===== src/rtl/uart_dreg_pkg.sv =====
package uart_dreg_pkg;
   typedef struct packed {
      logic par;
      logic frm;
      logic ovr;
   } rx_err_t;
endpackage


===== src/rtl/uart_dreg_rxbuf.sv =====
module uart_dreg_rxbuf
   import uart_dreg_pkg::*;
#(
   parameter int DATA_W = 8
) (
   input  logic              clk,
   input  logic              rst_n,
   input  logic              frame_done,
   input  logic [DATA_W-1:0] frame_data,
   input  logic              in_par,
   input  logic              in_frm,
   input  logic              short_len,
   input  logic              rd_stb,
   input  logic              ovr_clr,
   output logic [DATA_W-1:0] data_q,
   output logic              full_q,
   output logic              full_d,
   output rx_err_t           err_q
);
   localparam int TOP = DATA_W - 1;

   logic              accept;
   logic              overrun;
   logic [DATA_W-1:0] shaped;

   generate
      if (DATA_W < 2) begin : g_bad_width
         $error("uart_dreg_rxbuf: DATA_W must be at least 2");
      end
      if (DATA_W > 1) begin : g_len_mask
         always_comb begin
            shaped = frame_data;
            if (short_len) shaped[TOP] = 1'b0;
         end
      end
   endgenerate

   assign accept  = frame_done && (!full_q || rd_stb);
   assign overrun = frame_done && full_q && !rd_stb;

   always_comb begin
      full_d = full_q;
      if (accept)      full_d = 1'b1;
      else if (rd_stb) full_d = 1'b0;
   end

   // data buffer intentionally has no reset
   always_ff @(posedge clk) begin
      if (accept) data_q <= shaped;
   end

   always_ff @(posedge clk or negedge rst_n) begin
      if (!rst_n) begin
         full_q <= 1'b0;
         err_q  <= '0;
      end else begin
         full_q <= full_d;
         if (accept) begin
            err_q.par <= in_par;
            err_q.frm <= in_frm;
         end
         if (overrun)      err_q.ovr <= 1'b1;
         else if (ovr_clr) err_q.ovr <= 1'b0;
      end
   end

   p_load_sets_full_r4: assert property (@(posedge clk) disable iff (!rst_n)
      frame_done |=> full_q);
   p_read_clears_r6: assert property (@(posedge clk) disable iff (!rst_n)
      (rd_stb && !frame_done) |=> !full_q);
   p_ovr_keeps_r9: assert property (@(posedge clk) disable iff (!rst_n)
      (frame_done && full_q && !rd_stb) |=> (err_q.ovr && $stable(data_q)));
   p_short_top_r3: assert property (@(posedge clk) disable iff (!rst_n)
      (frame_done && short_len && (!full_q || rd_stb)) |=> !data_q[TOP]);
   p_collide_r10: assert property (@(posedge clk) disable iff (!rst_n)
      (frame_done && rd_stb && full_q && !err_q.ovr && !ovr_clr) |=> (full_q && !err_q.ovr));
endmodule


===== src/rtl/uart_dreg_irq.sv =====
module uart_dreg_irq #(
   parameter bit IRQ_REG = 1'b1
) (
   input  logic clk,
   input  logic rst_n,
   input  logic full_q,
   input  logic full_d,
   input  logic ie,
   output logic irq
);
   generate
      if (IRQ_REG) begin : g_reg
         always_ff @(posedge clk or negedge rst_n) begin
            if (!rst_n) irq <= 1'b0;
            else        irq <= full_d && ie;
         end
         p_ie_drop_r5: assert property (@(posedge clk) disable iff (!rst_n)
            !ie |=> !irq);
      end else begin : g_comb
         assign irq = full_q && ie;
      end
   endgenerate

   p_irq_needs_full_r5: assert property (@(posedge clk) disable iff (!rst_n)
      irq |-> full_q);
endmodule


===== src/rtl/uart_dreg_txport.sv =====
module uart_dreg_txport #(
   parameter int DATA_W = 8
) (
   input  logic              clk,
   input  logic              rst_n,
   input  logic              wr_stb,
   input  logic [DATA_W-1:0] wdata,
   output logic              load,
   output logic [DATA_W-1:0] data
);
   always_ff @(posedge clk or negedge rst_n) begin
      if (!rst_n) begin
         load <= 1'b0;
         data <= '0;
      end else begin
         load <= wr_stb;
         if (wr_stb) data <= wdata;
      end
   end

   p_tx_strobe_r11: assert property (@(posedge clk) disable iff (!rst_n)
      wr_stb |=> (load && data == $past(wdata)));
   p_tx_single_r11: assert property (@(posedge clk) disable iff (!rst_n)
      !wr_stb |=> !load);
endmodule


===== src/rtl/uart_dreg.sv =====
module uart_dreg
   import uart_dreg_pkg::*;
#(
   parameter int DATA_W  = 8,
   parameter bit IRQ_REG = 1'b1
) (
   input  logic              clk,
   input  logic              rst_n,
   input  logic              bus_rd,
   input  logic              bus_wr,
   input  logic [DATA_W-1:0] bus_wdata,
   output logic [DATA_W-1:0] bus_rdata,
   input  logic              frame_done,
   input  logic [DATA_W-1:0] frame_data,
   input  logic              in_par_err,
   input  logic              in_frm_err,
   input  logic              short_len,
   input  logic              rx_ie,
   input  logic              ovr_clr,
   output logic              rx_full,
   output logic              rx_valid,
   output logic              err_par,
   output logic              err_frm,
   output logic              err_ovr,
   output logic              rx_irq,
   output logic              tx_load,
   output logic [DATA_W-1:0] tx_data
);
   rx_err_t err;
   logic    full_d;

   uart_dreg_rxbuf #(.DATA_W(DATA_W)) u_rxbuf (
      .clk(clk), .rst_n(rst_n), .frame_done(frame_done), .frame_data(frame_data),
      .in_par(in_par_err), .in_frm(in_frm_err), .short_len(short_len),
      .rd_stb(bus_rd), .ovr_clr(ovr_clr), .data_q(bus_rdata),
      .full_q(rx_full), .full_d(full_d), .err_q(err)
   );

   uart_dreg_irq #(.IRQ_REG(IRQ_REG)) u_irq (
      .clk(clk), .rst_n(rst_n), .full_q(rx_full), .full_d(full_d),
      .ie(rx_ie), .irq(rx_irq)
   );

   uart_dreg_txport #(.DATA_W(DATA_W)) u_tx (
      .clk(clk), .rst_n(rst_n), .wr_stb(bus_wr), .wdata(bus_wdata),
      .load(tx_load), .data(tx_data)
   );

   assign err_par  = err.par;
   assign err_frm  = err.frm;
   assign err_ovr  = err.ovr;
   assign rx_valid = rx_full && !(err.par || err.frm || err.ovr);

   p_wr_isolated_r11: assert property (@(posedge clk) disable iff (!rst_n)
      (bus_wr && !frame_done && !bus_rd) |=> ($stable(rx_full) && $stable(bus_rdata)));
   p_valid_clean_r7: assert property (@(posedge clk) disable iff (!rst_n)
      rx_valid |-> (rx_full && !err_ovr));
endmodule


===== config.mk =====
export PLATFORM = sky130hd
export DESIGN_NAME = uart_dreg
export DESIGN_NICKNAME = d
export VERILOG_FILES = /design/src/rtl/uart_dreg_pkg.sv /design/src/rtl/uart_dreg_rxbuf.sv /design/src/rtl/uart_dreg_irq.sv /design/src/rtl/uart_dreg_txport.sv /design/src/rtl/uart_dreg.sv
export SDC_FILE = /design/constraint.sdc
export NUM_CORES = 1
export LEC_CHECK = 0
export BUFFER_PORTS_ARGS = -buffer_cell sky130_fd_sc_hd__buf_4
export CORE_ASPECT_RATIO = 0.8
export CORE_MARGIN = 3
export CORE_UTILIZATION = 35
export CTS_CLUSTER_SIZE = 14
export DETAILED_ROUTE_END_ITERATION = 10
export HOLD_SLACK_MARGIN = 0.06
export PLACE_DENSITY_LB_ADDON = 0.05
export SYNTH_ARGS = -nofsm -noshare
export SYNTH_HDL_FRONTEND = slang
export SYNTH_SLANG_ARGS = --single-unit
export TNS_END_PERCENT = 50

===== constraint.sdc =====
create_clock -name clk -period 1.75 [get_ports clk]
set_input_delay 0.175 -clock clk [delete_from_list [all_inputs] [get_ports clk]]
set_output_delay 0.175 -clock clk [all_outputs]
set_load 0.02 [all_outputs]

==> results by group, run 1 <==
Outcome
  – Status: completed

Timing
  – Setup violators final: 0
  – Setup TNS: 0 ns
  – Min Hold Slack: 0.07417 ns
  – Actual slew at the worst max-slew pin: 0.3000 ns
  – Fmax: 719.6 MHz
  – Fin. max-slew vios: 0
  – Crit share post-route: 0.7941
  – RSZ-0062 raised after global routing: false
  – Slew HR: 0.7998
  – Post-layout min period: 1.390 ns
  – Fin. Hold Viols: 0
  – Max Clock Skew: 0.009521 ns

GRT
  – GRT met1 Usage: 0.1678
  – Pin count of the biggest net entering global routing: 15
  – GRT Overall Usage: 0.1435
  – Vias in the first global route: 621
  – GRT overflow: 0
  – Gr busiest metal: met2
  – Antenna violations before repair: 0
  – M2 GR Usage: 0.2335
  – GR Util met3: 0.05851
  – First-pass GRT wire length: 2980 µm

Hold path
  – HP Class: input pin to flip-flop

Pwr
  – Peak VDD IR: 0.8476 mV
  – Switch Pwr: 285.3 µW
  – Combinational share of power: 0.203
  – Cell internal pwr: 947.3 µW
  – Reg power frac: 0.489
  – P per Cell Area: 932.9 mW/mm²
  – Sw Share: 0.2315
  – Clock network power share: 0.308
  – Leak: 0.0006318 µW

Synth
  – Yosys warns: 0
  – Synth Area in Simple Gates: 0.06339
  – Post-synthesis sequential area ratio: 0.7480
  – Post-Syn Nets: 69
  – Post-synthesis compound-gate area fraction: 0.007924
  – Combinational family with the most area after synthesis: multiplexers
  – XOR/XNOR share of the synthesized area: 0
  – Fraction of synthesized area in multiplexers: 0.1521
  – Synth Area in Adders: 0
  – Yosys reg bits: 22
  – Top cell type's share of synthesized area: 0.4437
  – Mapped Area: 789.5 µm²
  – Gate Count Post-Synth: 43
  – Area leader, netlist: dfrtp_1
  – Cell variety after synth: 13
  – Synth top area cells: dfrtp_1, edfxtp_1, mux2_2
  – Syn avg cell area: 18.36 µm²

Layout
  – Share of cells above drive strength 1: 0.6154
  – Register Area: 590.6 µm²
  – Area Growth Syn to Fin: 67.35%
  – Multi-input gate area: 176.4 µm²
  – Final Cell Area: 0.001321 mm²
  – NumNets Final: 131
  – N_diodes: 0
  – Fill cell count: 142

Detailed routing
  – Wirelength per Cell: 14.63 µm
  – Routed vias: 580
  – Iter 0 DRT Violations: 1
  – Total Wirelength: 1872 µm
  – Post-DRT Antenna Nets: 0
  – DRT Pass-1 Iters: 2
  – Via density per instance: 4.531
  – DRC violations left: 0

Die
  – Die Area: 0.002865 mm²
  – Die Height: 48.48 µm
  – Core Rows: 14
  – Initial core utilization: 0.3954
  – Core ar.: 0.001997 mm²
  – I/O Pins: 49
  – Die width: 59.10 µm

Critical path
  – CP Max Fanout: 3
  – Crit path largest cell delay: 0.42 ns
  – Critical path class: flip-flop to output port
  – CP Launch Type: flip-flop
  – Reg2reg setup slack: 0.60 ns
  – Worst Setup End Kind: output port
  – Data arrival, critical path: 1.21 ns
  – Slowest-stage cell, CP: dfrtp_1
  – WP data required: 1.57 ns
  – CP cell instances: nor4b_1 > buf_4

Place
  – PortBufs: 48
  – Final Wtd Congestion: 0.6625
  – Area after DPL: 0.001169 mm²

Clock tree
  – Number of sinks on the clock net: 22
  – CTS Buf Count: 3
  – Clk_lat worst skew: 0.31 ns
  – Clock Tree Root: clkbuf_4
  – Max Buffers Root-to-Sink: 2
  – H-tree Lvls: 1
  – Clock-pin slew on the worst setup and hold paths: 0.11 ns
  – CTS tree: done

Job
  – Max_cap viols: 0
state kept, by name, indices dropped and copies added (netlist names):
register,count
u_irq.irq,1
u_rxbuf.data_q,8
u_rxbuf.err_q,3
u_rxbuf.full_q,1
u_tx.data,8
u_tx.load,1
logic make-up (layout without fill, tap and decap cells):
family / after synthesis / in the layout
compound gates: 1 / 1
buf+inv: 4 / 65
mux: 10 / 10
simple gates: 6 / 6
flops: 22 / 22
path summary, 6_finish.rpt:
kind	startpoint	end	cells past startpoint
max	u_rxbuf.err_q[0]	rx_valid	2
min	rx_ie	u_irq.irq	2
max reg2reg	u_rxbuf.full_q	u_rxbuf.data_q[3]	3
min reg2reg	u_tx.data[7]	u_tx.data[7]	1
max in group asynchronous	rst_n	u_rxbuf.err_q[0]	2
min in group asynchronous	rst_n	u_tx.load	2
layout make-up:
cell class	count	share of cell area
inverters	3	0.008523
repair buffers	58	0.3485
well taps	24	0.02273
clock inverters	1	0.02273
clock buffers	3	0.01705
flip-flops and latches	22	0.4470
multi-input cells	17	0.1335
cell usage in the layout, fill, tap and decap left out, types with 2 or more instances in the layout:
master,synthesis,final
buf_4,0,48
dfrtp_1,14,14
dlygate4sd3_1,0,10
mux2_2,8,8
edfxtp_1,8,8
inv_1,3,3
clkbuf_4,0,3
mux2_4,2,2
what timing repair did:
action	in CTS	in global routing
setup buffers	0	0
endpoints found under the hold margin	23	0
hold buffers	10	0
resized for setup	0	0
cell usage after synthesis:
| library cell | n |
|---|---|
| and2_1 | 1 |
| nor2b_1 | 1 |
| nand2_1 | 1 |
| dfrtp_1 | 14 |
| nand2b_4 | 1 |
| edfxtp_1 | 8 |
| mux2_2 | 8 |
| inv_1 | 3 |
| nor4b_1 | 1 |
| buf_6 | 1 |
| nand2_4 | 1 |
| o22ai_1 | 1 |
| mux2_4 | 2 |
worst max-delay path, delay by kind of cell (launching register included):
kind	cells	cell delay [ns]
buffers and inverters	1	0.19
flip-flops	1	0.42
AND/OR/NAND/NOR	1	0.30
power groups by stage:
stage	combinational [µW]	clock [µW]	sequential, µW
floorplan	55.3	0	663
global placement	235	0	609
detailed placement	235	0	613
CTS	253	393	603
global route	267	414	608
finish	251	379	603
through the flow:
step | power [µW] | instances | utilization | setup WS, ns
after global placement | 844.3 | 114 | 0.5852 | 0.6397
after global routing | 1288 | 128 | 0.6617 | 0.2642
after floorplan | 718.6 | 43 | - | 0.3149
final | 1233 | 128 | 0.6617 | 0.3603
after CTS | 1249 | 128 | 0.6617 | 0.3338
after detailed placement | 848.2 | 114 | 0.5852 | 0.6099
routing by layer:
metal / wire (µm) / share of wire
met5: 0 / 0
met4: 53 / 0.028
met3: 152 / 0.081
met2: 959 / 0.51
met1: 705 / 0.38
No activity file was read; power rests on OpenSTA's default activity.
==> inputs of run 2 (changes only) <==
clock period = 1.3 ns   (was 1.75 ns; I/O delays follow)
==> results by group, run 2 (same netlist as run 1, synthesis figures left out) <==
Die
  – Core ar.: 0.001997 mm² (unchanged)
  – Die Area: 0.002865 mm² (unchanged)
  – Die Height: 48.48 µm (unchanged)
  – Initial core utilization: 0.3954 (unchanged)
  – I/O Pins: 49 (unchanged)
  – Core Rows: 14 (unchanged)
  – Die width: 59.10 µm (unchanged)

Clock tree
  – Clock Tree Root: clkbuf_4 (unchanged)
  – Clk_lat worst skew: 0.30 ns (was 0.31 ns)
  – H-tree Lvls: 1 (unchanged)
  – Resized cells post-CTS: 0 (unchanged)
  – CTS tree: done (unchanged)
  – Clock-pin slew on the worst setup and hold paths: 0.12 ns (was 0.11 ns)
  – Max Buffers Root-to-Sink: 2 (unchanged)
  – Number of sinks on the clock net: 22 (unchanged)
  – CTS Buf Count: 3 (unchanged)

Layout
  – Register Area: 590.6 µm² (unchanged)
  – Finished Layout Cells: 141 (was 128)
  – Commonest non-fill, non-tap cell in the layout: buf_4 (unchanged)
  – Area Growth Syn to Fin: 84.31% (was 67.35%)
  – Largest registers: u_rxbuf.data_q (8), u_tx.data (8), u_rxbuf.err_q (3) (unchanged)
  – Multi-input gate area: 182.7 µm² (was 176.4 µm²)
  – Fill cell count: 137 (was 142)
  – Share of cells above drive strength 1: 0.5641 (was 0.6154)
  – NumNets Final: 144 (was 131)
  – Commonest non-fill, non-tap cells in the layout: buf_4, dlygate4sd3_1, dfrtp_1, mux2_2, edfxtp_1 (was buf_4, dfrtp_1, dlygate4sd3_1, mux2_2, edfxtp_1)
  – Core Util, Final: 0.7287 (was 0.6617)
  – N_diodes: 0 (unchanged)

Pwr
  – Design Power: 1693 µW (was 1233 µW)
  – Peak VDD IR: 0.8622 mV (was 0.8476 mV)
  – P per Cell Area: 1163 mW/mm² (was 932.9 mW/mm²)
  – Leak: 0.0006889 µW (was 0.0006318 µW)

Detailed routing
  – Iter 0 DRT Violations: 9 (was 1)
  – Wirelength per Cell: 13.66 µm (was 14.63 µm)
  – Post-DRT Antenna Nets: 0 (unchanged)
  – DRT Pass-1 Iters: 3 (was 2)
  – DRC violations left: 0 (unchanged)
  – Total Wirelength: 1926 µm (was 1872 µm)
  – Via density per instance: 4.262 (was 4.531)
  – Routed vias: 601 (was 580)

Critical path
  – Data arrival, critical path: 1.18 ns (was 1.21 ns)
  – Worst Path Buf+Inv: 1 (unchanged)
  – Dominant delay contributor by cell family on the critical path: flip-flops (unchanged)
  – WP data required: 1.17 ns (was 1.57 ns)
  – CP cell instances: nor4b_2 > buf_4 (was nor4b_1 > buf_4)
  – CP Launch Type: flip-flop (unchanged)
  – Slowest-stage cell, CP: dfrtp_1 (unchanged)
  – Critical path class: flip-flop to output port (unchanged)
  – Crit path largest cell delay: 0.43 ns (was 0.42 ns)
  – CP Max Fanout: 2 (was 3)
  – Worst Setup End Kind: output port (unchanged)

Timing
  – RSZ-0062 raised after global routing: true (was false)
  – Fmax: 763.9 MHz
  – Fin. Hold Viols: 0 (unchanged)
  – Setup violators final: 1 (was 0)
  – Actual slew at the worst max-slew pin: 0.3071 ns (was 0.3000 ns)
  – Crit share post-route: 1.007
  – Max Clock Skew: 0.002636 ns (was 0.009521 ns)
  – Min Hold Slack: 0.07391 ns (was 0.07417 ns)
  – Fin. max-slew vios: 0 (unchanged)
  – Setup ws final: -0.009080 ns (was 0.3603 ns)
  – Slew HR: 0.7951 (was 0.7998)
  – Post-layout min period: 1.309 ns

GRT
  – Vias in the first global route: 663 (was 621)
  – M2 GR Usage: 0.2610 (was 0.2335)
  – Antenna violations before repair: 0 (unchanged)
  – GRT met1 Usage: 0.1603 (was 0.1678)
  – GRT Overall Usage: 0.1422 (was 0.1435)
  – GRT overflow: 0 (unchanged)
  – Gr busiest metal: met2 (unchanged)
  – Pin count of the biggest net entering global routing: 15 (unchanged)
  – First-pass GRT wire length: 3056 µm (was 2980 µm)
  – GR Util met3: 0.05319 (was 0.05851)

Place
  – Dpl ws: 0.1563 ns (was 0.6099 ns)
  – PortBufs: 48 (unchanged)
  – Final Wtd Congestion: 0.6486 (was 0.6625)
  – Placed cell count: 114 (unchanged)

Job
  – Max_cap viols: 0 (unchanged)

Hold path
  – HP Class: input pin to flip-flop (unchanged)

Outcome
  – Failing checks: setup timing
  – Status: complete, but fails checks (was completed)
-- run 2: final cells by class --
cell class,instances,area share
multi-input combinational,17,0.1255
timing repair buffer,71,0.4041
clock inverter,1,0.02064
clock buffer,3,0.01548
inverter,3,0.007739
tap,24,0.02064
sequential,22,0.4058
-- run 2: path summary, 6_finish.rpt --
| kind | cells past startpoint | start | slack (ns) | endpoint |
|---|---|---|---|---|
| setup / recovery | 2 | u_rxbuf.err_q[0] | -0.009 | rx_valid |
| hold / removal | 3 | frame_done | 0.07 | u_rxbuf.full_q |
| setup reg to reg | 3 | u_rxbuf.full_q | 0.13 | u_rxbuf.data_q[2] |
| hold reg to reg | 1 | u_tx.data[7] | 0.52 | u_tx.data[7] |
| max in group asynchronous | 2 | rst_n | 0.92 | u_rxbuf.err_q[2] |
| min in group asynchronous | 2 | rst_n | 0.21 | u_tx.data[1] |
-- run 2: repair_timing --
action                                  CTS  global route
cloned                                    0             0
hold buffers                             19             3
endpoints found under the setup margin    1             1
buffers inserted                          1             0
pin swaps                                 0             0
hold endpoints to repair                 32             3
-- run 2: where the power goes --
group	leakage, µW	switching, µW	internal [µW]	total (µW)
combinational	0.000420	161	213	374
clock	0.0000279	196	311	507
sequential	0.000241	32.4	779	811
-- run 2: worst reg2reg max path, stage by stage (launching register included) --
cell and delay (ns):
dfrtp_1 0.44, nand2b_4 0.11, nand2_4 0.07, inv_1 0.24
-- run 2: metrics by stage --
stage | TNS (ns) | area [µm²]
after floorplan | 0 | 795.8
after global routing | -0.08776 | 1455
after CTS | -0.01335 | 1425
after detailed placement | 0 | 1175
final | -0.009080 | 1455
after global placement | 0 | 1175
-- run 2: per-layer routing --
| metal | vias to the layer above | share of wire |
|---|---|---|
| met5 | - | 0 |
| met4 | 0 | 0 |
| li1 | 297 | - |
| met2 | 28 | 0.52 |
| met1 | 276 | 0.40 |
| met3 | 0 | 0.079 |
